$ cat src/rtl/vpm_pkg.sv
package vpm_pkg;

  localparam int GPR_AW = 5;

  typedef enum logic [1:0] {
    PM_NONE = 2'd0,
    PM_INT  = 2'd1,
    PM_CR   = 2'd2,
    PM_RSVD = 2'd3
  } pred_mode_e;

  typedef enum logic [2:0] {
    ST_IDLE  = 3'd0,
    ST_INT_A = 3'd1,
    ST_INT_B = 3'd2,
    ST_INT_C = 3'd3,
    ST_CR    = 3'd4,
    ST_DONE  = 3'd5
  } fetch_st_e;

  typedef struct packed {
    logic [GPR_AW-1:0] reg_num;
    logic              inv;
    logic              unary;
    logic              ones;
  } int_sel_t;

  typedef struct packed {
    logic [1:0] bit_idx;
    logic       inv;
  } cr_sel_t;

  localparam logic [GPR_AW-1:0] GPR_ZERO = GPR_AW'(0);
  localparam logic [GPR_AW-1:0] GPR_A    = GPR_AW'(3);
  localparam logic [GPR_AW-1:0] GPR_B    = GPR_AW'(10);
  localparam logic [GPR_AW-1:0] GPR_C    = GPR_AW'(30);

endpackage

$ cat src/rtl/vpm_int_dec.sv
module vpm_int_dec
  import vpm_pkg::*;
(
  input  logic [2:0] code,
  output int_sel_t   dec
);

  always_comb begin
    dec = '0;
    unique case (code)
      3'd0: begin dec.reg_num = GPR_ZERO; dec.inv = 1'b1; dec.ones = 1'b1; end
      3'd1: begin dec.reg_num = GPR_A; dec.unary = 1'b1; end
      3'd2: dec.reg_num = GPR_A;
      3'd3: begin dec.reg_num = GPR_A; dec.inv = 1'b1; end
      3'd4: dec.reg_num = GPR_B;
      3'd5: begin dec.reg_num = GPR_B; dec.inv = 1'b1; end
      3'd6: dec.reg_num = GPR_C;
      default: begin dec.reg_num = GPR_C; dec.inv = 1'b1; end
    endcase
  end

endmodule

$ cat src/rtl/vpm_cr_dec.sv
module vpm_cr_dec
  import vpm_pkg::*;
(
  input  logic [2:0] code,
  output cr_sel_t    dec
);

  // bit index in code[2:1], polarity in code[0]
  always_comb begin
    dec.bit_idx = code[2:1];
    dec.inv     = code[0];
  end

endmodule

$ cat src/rtl/vpm_len_mask.sv
module vpm_len_mask #(
  parameter int ELEMS = 64,
  localparam int VL_W = $clog2(ELEMS) + 1
) (
  input  logic [VL_W-1:0]  vl,
  output logic [ELEMS-1:0] lim
);

  for (genvar i = 0; i < ELEMS; i++) begin : g_lim
    assign lim[i] = (VL_W'(i) < vl);
  end

endmodule

$ cat src/rtl/vpm_int_shape.sv
module vpm_int_shape
  import vpm_pkg::*;
#(
  parameter int ELEMS = 64,
  localparam int EIW = $clog2(ELEMS)
) (
  input  logic [ELEMS-1:0] rd_data,
  input  int_sel_t         dec,
  input  logic [ELEMS-1:0] lim,
  output logic [ELEMS-1:0] mask
);

  logic [ELEMS-1:0] one_hot;
  logic [ELEMS-1:0] raw;

  always_comb begin
    one_hot = '0;
    one_hot[rd_data[EIW-1:0]] = 1'b1;
  end

  always_comb begin
    if (dec.ones)       raw = '1;
    else if (dec.unary) raw = one_hot;
    else if (dec.inv)   raw = ~rd_data;
    else                raw = rd_data;
    mask = raw & lim;
  end

endmodule

$ cat src/rtl/vpred_mask_fetch.sv
module vpred_mask_fetch
  import vpm_pkg::*;
#(
  parameter int ELEMS     = 64,
  parameter int CRF_AW    = 7,
  parameter int FIRST_CRF = 0,
  localparam int VL_W = $clog2(ELEMS) + 1,
  localparam int EIW  = $clog2(ELEMS)
) (
  input  logic              clk,
  input  logic              rst,
  input  logic              start,
  input  logic [1:0]        pred_mode,
  input  logic [2:0]        src_sel,
  input  logic [2:0]        dst_sel,
  input  logic [VL_W-1:0]   vec_len,
  output logic              busy,
  output logic              done,
  output logic [ELEMS-1:0]  src_mask,
  output logic [ELEMS-1:0]  dst_mask,
  output logic              int_rd_en,
  output logic [GPR_AW-1:0] int_rd_addr,
  input  logic [ELEMS-1:0]  int_rd_data,
  output logic              cr_rd_en,
  output logic [CRF_AW-1:0] cr_rd_field,
  input  logic [3:0]        cr_rd_data
);

  fetch_st_e         st;
  pred_mode_e        mode_q;
  logic [2:0]        sel_q [2];
  logic [VL_W-1:0]   vl_q;
  logic [VL_W-1:0]   vl_clamped;
  logic [VL_W-1:0]   req_cnt;
  logic              pend;
  logic [EIW-1:0]    pend_idx;
  logic [ELEMS-1:0]  mask_q [2];
  logic [ELEMS-1:0]  lim;

  int_sel_t          int_dec [2];
  cr_sel_t           cr_dec  [2];
  logic [ELEMS-1:0]  shaped  [2];
  logic              cr_bit  [2];

  assign vl_clamped = (vec_len > VL_W'(ELEMS)) ? VL_W'(ELEMS) : vec_len;

  vpm_len_mask #(.ELEMS(ELEMS)) u_lim (.vl(vl_q), .lim(lim));

  // one decode and shaping path per mask slot: 0 source, 1 destination
  for (genvar g = 0; g < 2; g++) begin : g_slot
    vpm_int_dec u_idec (.code(sel_q[g]), .dec(int_dec[g]));
    vpm_cr_dec  u_cdec (.code(sel_q[g]), .dec(cr_dec[g]));
    vpm_int_shape #(.ELEMS(ELEMS)) u_shape (
      .rd_data (int_rd_data),
      .dec     (int_dec[g]),
      .lim     (lim),
      .mask    (shaped[g])
    );
    assign cr_bit[g] = cr_rd_data[cr_dec[g].bit_idx] ^ cr_dec[g].inv;
  end

  // read port requests derive from registered state only
  assign int_rd_en   = (st == ST_INT_A) || (st == ST_INT_B);
  assign int_rd_addr = (st == ST_INT_A) ? int_dec[0].reg_num : int_dec[1].reg_num;
  assign cr_rd_en    = (st == ST_CR) && (req_cnt < vl_q);
  assign cr_rd_field = CRF_AW'(FIRST_CRF) + CRF_AW'(req_cnt);

  assign busy     = (st != ST_IDLE);
  assign done     = (st == ST_DONE);
  assign src_mask = mask_q[0];
  assign dst_mask = mask_q[1];

  always_ff @(posedge clk) begin
    if (rst) begin
      st        <= ST_IDLE;
      mode_q    <= PM_NONE;
      sel_q[0]  <= '0;
      sel_q[1]  <= '0;
      vl_q      <= '0;
      req_cnt   <= '0;
      pend      <= 1'b0;
      pend_idx  <= '0;
      mask_q[0] <= '0;
      mask_q[1] <= '0;
    end else begin
      unique case (st)
        ST_IDLE: begin
          if (start) begin
            mode_q   <= pred_mode_e'(pred_mode);
            sel_q[0] <= src_sel;
            sel_q[1] <= dst_sel;
            vl_q     <= vl_clamped;
            req_cnt  <= '0;
            pend     <= 1'b0;
            unique case (pred_mode_e'(pred_mode))
              PM_INT: st <= ST_INT_A;
              PM_CR: begin
                mask_q[0] <= '0;
                mask_q[1] <= '0;
                st        <= ST_CR;
              end
              default: begin
                mask_q[0] <= '1;
                mask_q[1] <= '1;
                st        <= ST_DONE;
              end
            endcase
          end
        end
        ST_INT_A: st <= ST_INT_B;
        ST_INT_B: begin
          mask_q[0] <= shaped[0];
          st        <= ST_INT_C;
        end
        ST_INT_C: begin
          mask_q[1] <= shaped[1];
          st        <= ST_DONE;
        end
        ST_CR: begin
          if (cr_rd_en) begin
            req_cnt  <= req_cnt + VL_W'(1);
            pend_idx <= req_cnt[EIW-1:0];
          end
          pend <= cr_rd_en;
          if (pend) begin
            mask_q[0][pend_idx] <= cr_bit[0];
            mask_q[1][pend_idx] <= cr_bit[1];
          end
          if (!cr_rd_en) st <= ST_DONE;
        end
        default: st <= ST_IDLE;
      endcase
    end
  end

  // done never lasts two cycles
  a_r9_done_single: assert property (@(posedge clk) disable iff (rst)
    done |=> !done);

  // start during a fetch leaves the latched request untouched
  a_r9_start_ignored: assert property (@(posedge clk) disable iff (rst)
    (busy && start) |=> ($stable(mode_q) && $stable(vl_q) && $stable(sel_q[0]) && $stable(sel_q[1])));

  // the two read ports are never used together
  a_r10_one_port: assert property (@(posedge clk) disable iff (rst)
    !(int_rd_en && cr_rd_en));

  // the none and spare modes finish with full masks
  a_r1_none_ones: assert property (@(posedge clk) disable iff (rst)
    (done && (mode_q == PM_NONE || mode_q == PM_RSVD)) |-> (&src_mask && &dst_mask));

  // integer masks carry nothing at or above the length
  a_r5_int_tail_zero: assert property (@(posedge clk) disable iff (rst)
    (done && mode_q == PM_INT) |-> (((src_mask | dst_mask) & ~lim) == '0));

  // condition masks carry nothing at or above the length
  a_r7_cr_tail_zero: assert property (@(posedge clk) disable iff (rst)
    (done && mode_q == PM_CR) |-> (((src_mask | dst_mask) & ~lim) == '0));

  // the integer port only ever addresses the four decodable registers
  a_r2_int_addr: assert property (@(posedge clk) disable iff (rst)
    int_rd_en |-> (int_rd_addr == GPR_ZERO || int_rd_addr == GPR_A ||
                   int_rd_addr == GPR_B || int_rd_addr == GPR_C));

  // back-to-back field reads walk consecutive fields
  a_r8_cr_consecutive: assert property (@(posedge clk) disable iff (rst)
    (cr_rd_en && $past(cr_rd_en)) |-> (cr_rd_field == $past(cr_rd_field) + CRF_AW'(1)));

endmodule

$ cat config.mk
export PLATFORM = sky130hd
export DESIGN_NAME = vpred_mask_fetch
export DESIGN_NICKNAME = d
export VERILOG_FILES = /design/src/rtl/vpm_pkg.sv /design/src/rtl/vpm_int_dec.sv /design/src/rtl/vpm_cr_dec.sv /design/src/rtl/vpm_len_mask.sv /design/src/rtl/vpm_int_shape.sv /design/src/rtl/vpred_mask_fetch.sv
export SDC_FILE = /design/constraint.sdc
export NUM_CORES = 1
export LEC_CHECK = 0
export ABC_AREA = 1
export BUFFER_PORTS_ARGS = -buffer_cell sky130_fd_sc_hd__buf_2
export CORE_UTILIZATION = 25
export CTS_CLUSTER_DIAMETER = 200
export DETAILED_ROUTE_END_ITERATION = 7
export PLACE_DENSITY = 0.44
export SYNTH_ARGS = -nofsm -noshare
export SYNTH_HDL_FRONTEND = slang
export SYNTH_SLANG_ARGS = --single-unit
$ cat constraint.sdc
create_clock -name clk -period 2.3 [get_ports clk]
set_input_delay 0.115 -clock clk [delete_from_list [all_inputs] [get_ports clk]]
set_output_delay 0.115 -clock clk [all_outputs]
set_load 0.03 [all_outputs]
==> results.md <==
- Global-route wire length before repair: 85000 um
- Leakage dissipation: 6.90 nW
- Drt total wl: 58600 um
- Combinational cell fraction of total power: 53.3%
- Routed Antenna Nets: 0
- Clock Latency Late Sink: 0.46 ns
- Sequential fraction of the synthesis area: 39.1%
- TritonCTS Sinks: 158
- Hold_sp: start
- RSZ-0062 raised after global routing: no
- Unique masters post-synth: 34
- Worst Max-Slew Pin Slew: 0.879 ns
- Slowest-stage cell, CP: dfxtp_1
- Synth-to-Final Area Change: 26.2%
- CTS tree: built
- Core box area: 0.0454 mm^2
- Startpoint types: flip-flop
- Crit end category: output pin
- GR Overflow Total: 0
- Max Clock Freq: around 0.46 GHz
- CTS Root Cell: clkbuf_16
- Clk network pwr share: 18.0%
- Filler instances: 4924
- Clock transition at the registers of the reported paths: 0.07 ns
- Critical Path RT: 2.18 ns
- Final std cells w/o fill: around 2500
- Final Skew: roughly 0.012 ns
- Final Setup Violations: 0
- Synth Instances: approximately 1700
- Flop2flop setup slack: 0.20 ns
- Vias in the first global route: 12300
- Crit. path cell count: 10
- Crit path from: vl_q[4]
- Syn_nets: ~1800
- Dpl hpwl: 40500 um
- Num CTS Buffers: 17
- FP Rows: 78
- Die Area: approximately 0.047 mm^2
- Wire per inst: 23.3 um
- Hold Fails Final Rpt: 0
- Max Cap Violations: 0
- Sw Ratio: 49.4%
- Initial antenna violation count: 4
- Final GP Congestion: 0.915
- Worst EP arrival: 2.07 ns
- CP Buf/Inv Count: 3
- GRT Util Overall: 24.7%
- Die width: 217 um
- HP Class: in2reg
- Vias/cell: about 5.3
- Slowest cell delay on critical path: 0.39 ns
- Die H: 217 um
- P per Cell Area: about 1200 mW/mm^2
- Period utilisation layout: 94.9%
- Number of cells on the worst reg-to-reg path: 7
- Nets: 1993
- Reg-to-reg endpoint: mask_q[0][100]
- P_int: 8.95 mW
- Post-Syn Area per Cell: 6.86 um^2
- CP cell instances: inv_1 > ha_1 > nand2_1 > nand2_1 > nand2_1 > nand2_1 > nor2_2 > nand2_2 > inv_4 > buf_4
- Via count: around 13000
- Post-route setup TNS: 0 ns
- Most frequent cells in the layout: nand3_1 (337), nand2_1 (332), buf_2 (227)
- Commonest non-fill, non-tap cell in the layout: nand3_1
- Mapped Area: 0.0115 mm^2
- Worst path most repeated cell: nand2_1
- #FFs+latches synth: 158
- Net Sw Power: approximately 8.7 mW
- Worst VDD drop: between 0.0005 and 0.0006 V
- Clk buf depth: 2
- I/O Buffers: about 230
- Slew HR: 41.3%
- Hold Slack: between 0.03 and 0.04 ns
- Status: finished, final reports clean
- Post-route DRC violation count: 0
- DR iter-0 viols: 1616
- Hold path depth: 3
- Initial Util: between 20% and 30%
- Post-Place Cells: 2463
- First-pass iteration count of the detailed router: 6
- Share of cells above drive strength 1: 19.5%
- Minimum clock period: approximately 2.2 ns
- Crit path max-delay family: simple AND/OR/NAND/NOR gates
- Io pins: 230
- Worst-path fanout max: 7
- RR Startpoint: vl_q[5]
- Pin count of the biggest net entering global routing: 87
- Total power: 17.7 mW
- Worst setup path class: reg2out
- Synth warnings: 0
- H-tree levels: 4
- Hold Path Sink: st[0]
- Max-slew violation count: 0
- Sequential cell fraction of total power: between 20% and 30%
-- cells in the mapped netlist --
library cell,instances,area [um^2]
clkbuf_1,77,289
inv_2,10,37.5
o21ai_0,164,821
or2_2,1,6.26
nand2_2,1,6.26
nand2_1,338,1270
nor3b_1,1,7.51
a21oi_1,94,470
inv_1,124,465
a31oi_1,1,6.26
o21bai_1,1,7.51
o211ai_1,39,293
clkinv_1,4,15.0
buf_1,10,37.5
nor2_1,135,507
ha_1,10,125
edfxtp_1,134,4020
buf_2,42,210
nand4_1,5,31.3
dfxtp_1,24,480
o221ai_1,4,35.0
nand3_1,339,1700
buf_4,1,7.51
and3_1,2,12.5
nor3_1,11,55.1
o21ai_1,85,425
nor2_2,1,6.26
a21boi_2,2,22.5
o31ai_1,2,15.0
nand3_2,1,10.0
nor3_4,1,16.3
xor2_1,4,35.0
o22ai_1,7,43.8
xnor2_1,4,35.0
-- cell families after synthesis --
kind of cell	synth area share [%]
buf+inv	9.22
fa+ha+maj	1.09
compound gates	18.6
simple gates	31.4
flops	39.1
xor+xnor	0.608
-- area by class of cell --
type | count | area (um^2) | share of cell area [%]
inverter | 138 | 524 | 3.61
multi-input combinational | 1253 | 6020 | 41.4
clock buffer | 18 | 429 | 2.95
clock inverter | 12 | 194 | 1.33
sequential | 158 | 4510 | 31.0
antenna | 1 | 2.50 | 0.0172
tap | 600 | 751 | 5.16
timing repair buffer | 329 | 2110 | 14.5
-- worst min-delay path, cell delays in order --
cell and delay (ns):
buf_2 0.13, o21ai_0 0.15, nor3_1 0.05
-- repair_timing --
item                                    in CTS  in global routing
pin swaps                                    0                  1
hold buffers                                14                  0
hold endpoints to repair                    15                  0
endpoints found under the setup margin       2                 15
buffers inserted                             0                  1
resized for setup                            5                  7
-- power groups by stage --
stage | registers, mW | clock network [mW] | logic [mW]
2_1_floorplan | 6.68 | 0 | 4.25
3_3_place_gp | 5.16 | 0 | 9.24
3_5_place_dp | 5.15 | 0 | 9.31
4_1_cts | 5.10 | 3.25 | 9.36
5_1_grt | 5.17 | 3.34 | 10.1
6_report | 5.08 | 3.18 | 9.43
-- metrics by stage --
stage | utilization [%] | worst slack (ns) | cell area [um^2]
2_1_floorplan | - | 0.475 | 11500
3_3_place_gp | 30.3 | 0.163 | 13700
3_5_place_dp | 30.3 | 0.195 | 13700
4_1_cts | 32.0 | 0.00273 | 14500
5_1_grt | 32.0 | 0.0192 | 14500
6_report | 32.0 | 0.117 | 14500
-- worst max path at each step --
stage	slack [ns]	to
finish	0.12	cr_rd_en
global route	0.02	cr_rd_en
CTS	0.003	cr_rd_en
detailed placement	0.19	mask_q[0][31]
global placement	0.16	mask_q[0][26]
floorplan	0.47	pend_idx[2]
-- flip-flops by register name (all words and copies together) (netlist names) --
register	flops
mask_q	128
req_cnt	7
vl_q	7
pend_idx	6
sel_q	6
st	3
pend	1
-- routing by layer --
| layer | routed length (um) | vias up | global-route usage [%] |
|---|---|---|---|
| met1 | 26300 | 6313 | 35.6 |
| met2 | 24900 | 710 | 36.1 |
| met5 | 23 | - | 0 |
| met4 | 2240 | 4 | 10.4 |
| li1 | - | 6212 | - |
| met3 | 5090 | 105 | 4.17 |
(Power assumes the default switching activity.)
